<file path="src/rtl/shutter_pkg.sv">
package shutter_pkg;
  typedef enum logic [1:0] {
    SH_IDLE = 2'd0,
    SH_WAIT = 2'd1,
    SH_FIRE = 2'd2
  } sh_state_e;
endpackage

</file>
<file path="src/rtl/shutter_line_tracker.sv">
module shutter_line_tracker #(
  parameter int LINES  = 525,
  parameter int EXP_W  = 10,
  parameter int LINE_W = $clog2(LINES)
) (
  input  logic              clk,
  input  logic              rst,
  input  logic              frame_start,
  input  logic              line_start,
  input  logic              shutter_en,
  input  logic [EXP_W-1:0]  exposure_lines,
  output logic [LINE_W-1:0] line_q,
  output logic [LINE_W-1:0] tgt_q,
  output logic              en_q
);
  localparam logic [EXP_W-1:0]  MAX_EXP  = EXP_W'(LINES - 1);
  localparam logic [LINE_W-1:0] LAST_LN  = LINE_W'(LINES - 1);
  localparam logic [LINE_W-1:0] LINES_LW = LINE_W'(LINES);

  logic [EXP_W-1:0]  exp_clamped;
  logic [LINE_W-1:0] tgt_next;

  always_comb begin
    if (exposure_lines == '0)
      exp_clamped = EXP_W'(1);
    else if (exposure_lines > MAX_EXP)
      exp_clamped = MAX_EXP;
    else
      exp_clamped = exposure_lines;
    tgt_next = LINES_LW - LINE_W'(exp_clamped);
  end

  always_ff @(posedge clk) begin
    if (rst) begin
      line_q <= '0;
      tgt_q  <= LAST_LN;
      en_q   <= 1'b0;
    end else if (frame_start) begin
      line_q <= '0;
      tgt_q  <= tgt_next;
      en_q   <= shutter_en;
    end else if (line_start && line_q != LAST_LN) begin
      line_q <= line_q + LINE_W'(1);
    end
  end

  // the captured target line stays within 1 .. LINES-1
  p_target_range_r5: assert property (@(posedge clk) disable iff (rst)
    (tgt_q >= LINE_W'(1)) && (tgt_q <= LAST_LN));
endmodule

</file>
<file path="src/rtl/shutter_window_meter.sv">
module shutter_window_meter #(
  parameter int LEN_W = 11
) (
  input  logic             clk,
  input  logic             rst,
  input  logic             retrace,
  output logic             rise,
  output logic [LEN_W-1:0] last_len
);
  logic             rt_q;
  logic [LEN_W-1:0] len_cnt;

  assign rise = retrace & ~rt_q;

  always_ff @(posedge clk) begin
    if (rst) begin
      rt_q     <= 1'b0;
      len_cnt  <= '0;
      last_len <= '0;
    end else begin
      rt_q <= retrace;
      if (rise)
        len_cnt <= LEN_W'(1);
      else if (retrace && len_cnt != '1)
        len_cnt <= len_cnt + LEN_W'(1);
      if (!retrace && rt_q)
        last_len <= len_cnt;
    end
  end
endmodule

</file>
<file path="src/rtl/shutter_pulse_fsm.sv">
module shutter_pulse_fsm
  import shutter_pkg::*;
#(
  parameter int GAP_CYC   = 250,
  parameter int PULSE_CYC = 1250,
  parameter int LINE_W    = 10,
  parameter int LEN_W     = 11,
  parameter int CNT_W     = 11
) (
  input  logic              clk,
  input  logic              rst,
  input  logic              frame_start,
  input  logic              en_q,
  input  logic [LINE_W-1:0] line_q,
  input  logic [LINE_W-1:0] tgt_q,
  input  logic              retrace,
  input  logic              rise,
  input  logic [LEN_W-1:0]  last_len,
  output logic              pulse_q,
  output logic              err_q
);
  localparam logic [LEN_W-1:0] NEED_LEN = LEN_W'(GAP_CYC + PULSE_CYC);
  localparam logic [CNT_W-1:0] GAP_END  = CNT_W'(GAP_CYC - 1);
  localparam logic [CNT_W-1:0] FIRE_END = CNT_W'(PULSE_CYC - 1);

  sh_state_e        state;
  logic [CNT_W-1:0] cnt;
  logic             armed;
  logic             fs_d;

  always_ff @(posedge clk) begin
    if (rst) begin
      state   <= SH_IDLE;
      cnt     <= '0;
      pulse_q <= 1'b0;
      err_q   <= 1'b0;
      armed   <= 1'b0;
      fs_d    <= 1'b0;
    end else begin
      fs_d <= frame_start;
      if (frame_start) begin
        state   <= SH_IDLE;
        pulse_q <= 1'b0;
        armed   <= 1'b0;
      end else begin
        if (fs_d) armed <= en_q;
        unique case (state)
          SH_IDLE: begin
            if (rise && armed && line_q == tgt_q) begin
              armed <= 1'b0;
              if (last_len >= NEED_LEN) begin
                state <= SH_WAIT;
                cnt   <= '0;
              end else begin
                err_q <= 1'b1;
              end
            end
          end
          SH_WAIT: begin
            if (!retrace) begin
              state <= SH_IDLE;
              err_q <= 1'b1;
            end else if (cnt == GAP_END) begin
              state   <= SH_FIRE;
              cnt     <= '0;
              pulse_q <= 1'b1;
            end else begin
              cnt <= cnt + CNT_W'(1);
            end
          end
          SH_FIRE: begin
            if (!retrace) begin
              state   <= SH_IDLE;
              pulse_q <= 1'b0;
              err_q   <= 1'b1;
            end else if (cnt == FIRE_END) begin
              state   <= SH_IDLE;
              pulse_q <= 1'b0;
            end else begin
              cnt <= cnt + CNT_W'(1);
            end
          end
          default: state <= SH_IDLE;
        endcase
      end
    end
  end

  // Support counter for the once-per-frame property
  logic       pulse_prev;
  logic [1:0] fires_seen;
  always_ff @(posedge clk) begin
    if (rst) begin
      pulse_prev <= 1'b0;
      fires_seen <= '0;
    end else begin
      pulse_prev <= pulse_q;
      if (frame_start)
        fires_seen <= '0;
      else if (pulse_q && !pulse_prev && fires_seen != 2'd3)
        fires_seen <= fires_seen + 2'd1;
    end
  end

  // a high pulse was set or kept only while retrace was sampled high
  p_pulse_in_retrace_r2: assert property (@(posedge clk) disable iff (rst)
    pulse_q |-> $past(retrace));

  // no second pulse start inside one frame
  p_one_per_frame_r6: assert property (@(posedge clk) disable iff (rst)
    fires_seen <= 2'd1);

  // the error flag never clears without reset
  p_err_sticky_r11: assert property (@(posedge clk) disable iff (rst)
    err_q |=> err_q);
endmodule

</file>
<file path="src/rtl/shutter_scheduler.sv">
module shutter_scheduler #(
  parameter int LINES     = 525,
  parameter int EXP_W     = 10,
  parameter int GAP_CYC   = 250,
  parameter int PULSE_CYC = 1250
) (
  input  logic             clk,
  input  logic             rst,
  input  logic             frame_start,
  input  logic             line_start,
  input  logic             retrace,
  input  logic             shutter_en,
  input  logic [EXP_W-1:0] exposure_lines,
  output logic             shutter_pulse,
  output logic             shutter_err
);
  localparam int LINE_W = $clog2(LINES);
  localparam int LEN_W  = $clog2(GAP_CYC + PULSE_CYC + 1);
  localparam int CNT_MX = (GAP_CYC > PULSE_CYC) ? GAP_CYC : PULSE_CYC;
  localparam int CNT_W  = $clog2(CNT_MX + 1);

  logic [LINE_W-1:0] line_q;
  logic [LINE_W-1:0] tgt_q;
  logic              en_q;
  logic              rise;
  logic [LEN_W-1:0]  last_len;

  shutter_line_tracker #(
    .LINES (LINES),
    .EXP_W (EXP_W),
    .LINE_W(LINE_W)
  ) u_lines (
    .clk           (clk),
    .rst           (rst),
    .frame_start   (frame_start),
    .line_start    (line_start),
    .shutter_en    (shutter_en),
    .exposure_lines(exposure_lines),
    .line_q        (line_q),
    .tgt_q         (tgt_q),
    .en_q          (en_q)
  );

  shutter_window_meter #(
    .LEN_W(LEN_W)
  ) u_window (
    .clk     (clk),
    .rst     (rst),
    .retrace (retrace),
    .rise    (rise),
    .last_len(last_len)
  );

  shutter_pulse_fsm #(
    .GAP_CYC  (GAP_CYC),
    .PULSE_CYC(PULSE_CYC),
    .LINE_W   (LINE_W),
    .LEN_W    (LEN_W),
    .CNT_W    (CNT_W)
  ) u_fsm (
    .clk        (clk),
    .rst        (rst),
    .frame_start(frame_start),
    .en_q       (en_q),
    .line_q     (line_q),
    .tgt_q      (tgt_q),
    .retrace    (retrace),
    .rise       (rise),
    .last_len   (last_len),
    .pulse_q    (shutter_pulse),
    .err_q      (shutter_err)
  );

  // a pulse is only ever seen while the frame's captured enable is set
  p_pulse_needs_enable_r8: assert property (@(posedge clk) disable iff (rst)
    shutter_pulse |-> en_q);
endmodule

</file>
<file path="config.mk">
export PLATFORM = sky130hd
export DESIGN_NAME = shutter_scheduler
export DESIGN_NICKNAME = d
export VERILOG_FILES = /design/src/rtl/shutter_pkg.sv /design/src/rtl/shutter_line_tracker.sv /design/src/rtl/shutter_window_meter.sv /design/src/rtl/shutter_pulse_fsm.sv /design/src/rtl/shutter_scheduler.sv
export SDC_FILE = /design/constraint.sdc
export NUM_CORES = 1
export LEC_CHECK = 0
export BUFFER_PORTS_ARGS = -buffer_cell sky130_fd_sc_hd__buf_4
export CAP_MARGIN = 10
export CORE_ASPECT_RATIO = 0.7
export CORE_MARGIN = 2
export CORE_UTILIZATION = 35
export CTS_CLUSTER_DIAMETER = 30
export DETAILED_ROUTE_END_ITERATION = 7
export MAX_ROUTING_LAYER = met4
export PLACE_DENSITY = 0.63
export SETUP_SLACK_MARGIN = 0.05
export SYNTH_ARGS = -nofsm -noshare
export SYNTH_HDL_FRONTEND = slang
export SYNTH_SLANG_ARGS = --single-unit
</file>
<file path="constraint.sdc">
create_clock -name clk -period 2 [get_ports clk]
set_input_delay 0.1 -clock clk [delete_from_list [all_inputs] [get_ports clk]]
set_output_delay 0.1 -clock clk [all_outputs]
set_load 0.05 [all_outputs]
</file>
# Yosys cells after proc, flatten, opt, wreduce, memory -nomap -nowiden
# Index checks and enable logic that the tools add are counted.
# W data, S select, Z words.
# word_totals
ff_bits	61
inputBits	16
output_inout_bits	2
wordCells	88
# op_classes
addsub	4
n_lt_le_gt_ge	2
eq_ne	17
muxes	30
bitwise_logic	3
n_reduce_logical	19
# op_table
op	n
$mux W11	6
$pmux W11 S3	1
$add A11 B1 Y11 const B	2
$mux W10	2
$mux W1	12
$mux W2	6
$eq A11 B11 Y1 const B	1
$eq A11 B8 Y1 const B	1
$ge A11 B11 Y1 const B	1
$ne A11 B11 Y1 const B	1
$add A10 B1 Y10 const B	1
$eq A10 B10 Y1	1
$gt A10 B10 Y1 const B	1
$logic_not A10 Y1	1
$ne A10 B10 Y1 const B	1
$ne A2 B2 Y1 const B	5
$sub A10 B10 Y10 const A	1
$reduce_and A4 Y1	2
$reduce_and A7 Y1	1
$ne A2 B1 Y1 const B	3
$ne A3 B2 Y1 const B	2
$pmux W2 S3	1
$reduce_bool A2 Y1	3
$reduce_or A2 Y1	3
10 further kinds	16

# Logic depth before layout (Yosys ltp)
# depth
depth_word	6
mapped_depth	8
ltp_nobuf	8

# Cells and area by module
# From an unflattened synthesis, not the netlist that was laid out.
# unflattened
cells_unflattened	398
hier_area_um2	3393.3
# by_module_without_submodules
mod	instances	cells_per_inst	area_per_inst_um2
shutter_pulse_fsm	1	146	1306.3
shutter_line_tracker	1	133	1119.8
shutter_window_meter	1	119	967.2

# Worst setup path before layout
# Ideal clock, no wire load.
# synth_path
kind	reg-to-reg
startpoint	register u_fsm.state[0]
endpoint	register u_fsm.cnt[10]
setup_time_ns	0.070
arrival_ns	2.048
required_time_ns	1.930
setup_slack_ns	-0.118
path_stages_with_launch	8
period_less_slack_ns	2.118
cell_sequence	dfxtp_1 > inv_1 > ha_1 > or3b_1 > a21oi_2 > nand4_1 > or4_1 > a21oi_1
# synth_between
elab_chain_len	3
# synth_rtl
element	line_no	text
from (decl)	shutter_pulse_fsm.sv:26	sh_state_e state;
from (signal assigned)	shutter_pulse_fsm.sv:33	state <= SH_IDLE;
from (signal assigned)	shutter_pulse_fsm.sv:42	state <= SH_IDLE;
from (signal assigned)	shutter_pulse_fsm.sv:52	state <= SH_WAIT;
$eq A2 B2 Y1 (tied with other cells)	shutter_pulse_fsm.sv:47	unique case (state)
$ne A2 B2 Y1 (no line) (tied with other cells)	-	
$reduce_and A7 Y1 (no line)	-	
to (signal assigned)	shutter_pulse_fsm.sv:68	cnt <= cnt + CNT_W'(1);
to (signal assigned)	shutter_pulse_fsm.sv:80	cnt <= cnt + CNT_W'(1);
to (decl)	shutter_pulse_fsm.sv:27	logic [CNT_W-1:0] cnt;
# Parallel ways exist; a longest one is shown, timed or not.
# A chain may end at the register's enable or synchronous reset.

# Final worst setup path
# layout_path
startpoint	register u_fsm.state[1]
endpoint	register u_fsm.cnt[7]
# Same word-level chain as after synthesis.

==> run_results.csv <==
group,metric,value,unit
status,outcome,"finished with violations",
status,violations,"negative setup slack",
sta,timing.fmax,0.4720,GHz
setup_path,arrival,2.38,ns
sta,fin_crit_sh,105.9,%
grt,grt_pass1_vias,2711,
clock_network,cts_sinks,59,
floorplan,die_w,117.8,um
sta,rsz0062_at_grt,"true",
floorplan,core,0.008926,mm2
synth,yosys_warnings,0,
drt,finalWirelength,7814,um
clock_network,cts_tree,"built",
clock_network,htreeDepth,3,
setup_path,required,2.26,ns
synth,syn-num-nets,409,
sta,worstMarginPinSlew,0.5337,ns
synth,synth_most_common_cell,"dfxtp_1",
floorplan,fp.dieH,83.66,um
drt,viasPerCell,5.120,
sta,finalSetupViolCount,11,
cells_and_area,fin_cells,568,
run,cap_violations,0,
sta,finalClockSkew,0.003671,ns
sta,fin_ws,-0.1186,ns
cells_and_area,diodes,0,
pwr,power.density,670.1,mW/mm2
grt,grt_overflow,0,
drt,drtPass1Iterations,4,
drt,wl_per_cell,13.76,um
synth,ys_ff_latch,59,
placement,portBuffers,17,
setup_path,critical_path_class,"reg -> reg",
synth,syn_avg_cell_area,8.285,um2
grt,grt_antenna_before_repair,0,
clock_network,cts_made_buffers,9,
synth,syn_area,0.003173,mm2
synth,synth.area.top_cells,"dfxtp_1, a21oi_1, xor2_1",
sta,slew_headroom,64.29,%
cells_and_area,nets,466,
cells_and_area,drive_above_1_share,24.77,%
clock_network,clockRootBuffer,"clkbuf_16",
synth,synth.top_cell.area_share,37.22,%
drt,drc,0,
synth,synth_top_cell_by_area,"dfxtp_1",
grt,grt.total_usage,16.35,%
sta,slew_viol_final,0,
drt,detail-route-antenna-nets,0,
clock_network,clk_path_buf_depth,2,
pwr,peakVddDrop,0.3913,mV
clock_network,clk_pin_slew_worst_paths,0.05,ns
floorplan,start_util,35.55,%
placement,place_area,0.003702,mm2
floorplan,std_cell_rows,29,
worst_hold_path,hold_class,"in -> reg",
setup_path,crit_fanout,5,
cells_and_area,design_area,0.004204,mm2
placement,place_inst,545,
cells_and_area,syn2layout_area_growth,32.49,%
floorplan,design.die.area,0.009856,mm2
grt,grt_max_degree,30,
placement,hpwlAfterDp,5311,um
synth,ys_top_cells_by_count,"dfxtp_1, nand2_1, nor2_1, a21oi_1, xor2_1",
sta,min_period,2.119,ns
synth,async_flop_share,0,%
drt,drt_iter0_markers,125,
setup_path,crit_path_start_kind,"flip-flop",
placement,gp_congestion,0.8543,
pwr,total_power,2.817,mW
synth,syn_inst,383,
drt,vias,2908,
synth,synth-main-ff-cell,"dfxtp_1",
setup_path,worst_setup_path_end_kind,"flip-flop",
floorplan,io_pins,18,
pwr,p_leak,1.542,nW
synth,ys_seq_area_share,37.22,%
synth,synth_edf_count,0,
grt,grt_pass1_wl,12610,um
synth,synthDistinctLibCells,57,
sta,finalHoldViolations,0,
clock_network,clk_latency,0.33,ns
## path summary, 6_finish.rpt
kind,from,endpoint,slack (ns),depth (start not counted)
worst max-delay path,u_fsm.state[1],u_fsm.cnt[7],-0.12,9
worst min-delay path,shutter_en,u_lines.en_q,0.01,3
worst max register to register,u_fsm.state[1],u_fsm.cnt[7],-0.12,9
worst min register to register,u_window.last_len[2],u_window.last_len[2],0.45,2
## power by group
group / internal, mW / leakage (nW) / switching (mW)
registers: 1.19 / 0.481 / 0.0173
clock network: 0.856 / 0.130 / 0.534
logic: 0.0966 / 0.931 / 0.118
total: 2.15 / 1.54 / 0.670
## routing by layer
layer | share of wire (%) | global-route usage [%] | up-vias
li1 | - | - | 1486
met5 | 0 | - | -
met4 | 0.78 | 4.600 | 0
met3 | 3.5 | 4.303 | 6
met1 | 52 | 22.06 | 1373
met2 | 44 | 24.15 | 43
## critical path: stages (launching register included)
cell	delay, ns
dfxtp_4	0.38
inv_4	0.05
ha_4	0.15
or3b_4	0.40
a21oi_4	0.16
buf_4	0.13
buf_6	0.09
nand3_4	0.07
or4_1	0.48
a21oi_1	0.14
## through the flow
step	hold WS [ns]	setup TNS [ns]	util, %	setup WS, ns
after global routing	0.04186	-1.499	47.10	-0.1697
final	0.01018	-0.7351	47.10	-0.1186
after detailed placement	0.3427	-0.6373	41.48	-0.08794
after CTS	0.002175	-0.2119	45.50	-0.06242
after floorplan	0.2472	0	-	0.01114
after global placement	0.3380	-0.09248	41.48	-0.02809
## state kept, by name (all words and copies together), names as in the netlist, 2 cells and up
name               flops
u_fsm.cnt             11
u_window.len_cnt      11
u_lines.line_q        10
u_lines.tgt_q         10
u_window.last_len      9
u_fsm.state            2
## final cells by class
cell class,count,area [um2]
clock buffers,10,239.0
multi-input cells,294,2024
repair buffers,58,490.5
flip-flops and latches,59,1192
fillers,901,4722
inverters,18,72.57
clock inverters,5,30.03
well taps,124,155.1
## kinds of logic after synthesis
kind of cell	count (synthesis)	share of synthesized area [%]
simple gates	160	27.17
compound gates	93	19.20
flops	59	37.22
buf+inv	30	3.825
xor+xnor	29	8.005
fa+ha+maj	10	3.943
mux	2	0.6309
## placed cells by master, fill, tap and decap left out, drive strengths merged, types with 5 or more instances in the layout
master  count
nand4       6
a21oi      37
inv        18
dfxtp      59
nor4        5
o31ai      12
o21ai      16
nand2      39
xnor2       9
nand2b      8
nor2b       5
or4        11
nand3      12
ha         10
xor2       20
buf        56
clkbuf     12
nor3        9
nor2       39
## repair_timing
| action | 4_1_cts | 5_1_grt |
|---|---|---|
| pin swaps | 12 | 8 |
| endpoints found under the setup margin | 12 | 13 |
| gates cloned | 0 | 2 |
| hold buffers | 0 | 0 |
| resized for setup | 12 | 17 |
| buffers inserted | 4 | 2 |
Power figures use the tool's default switching activity.
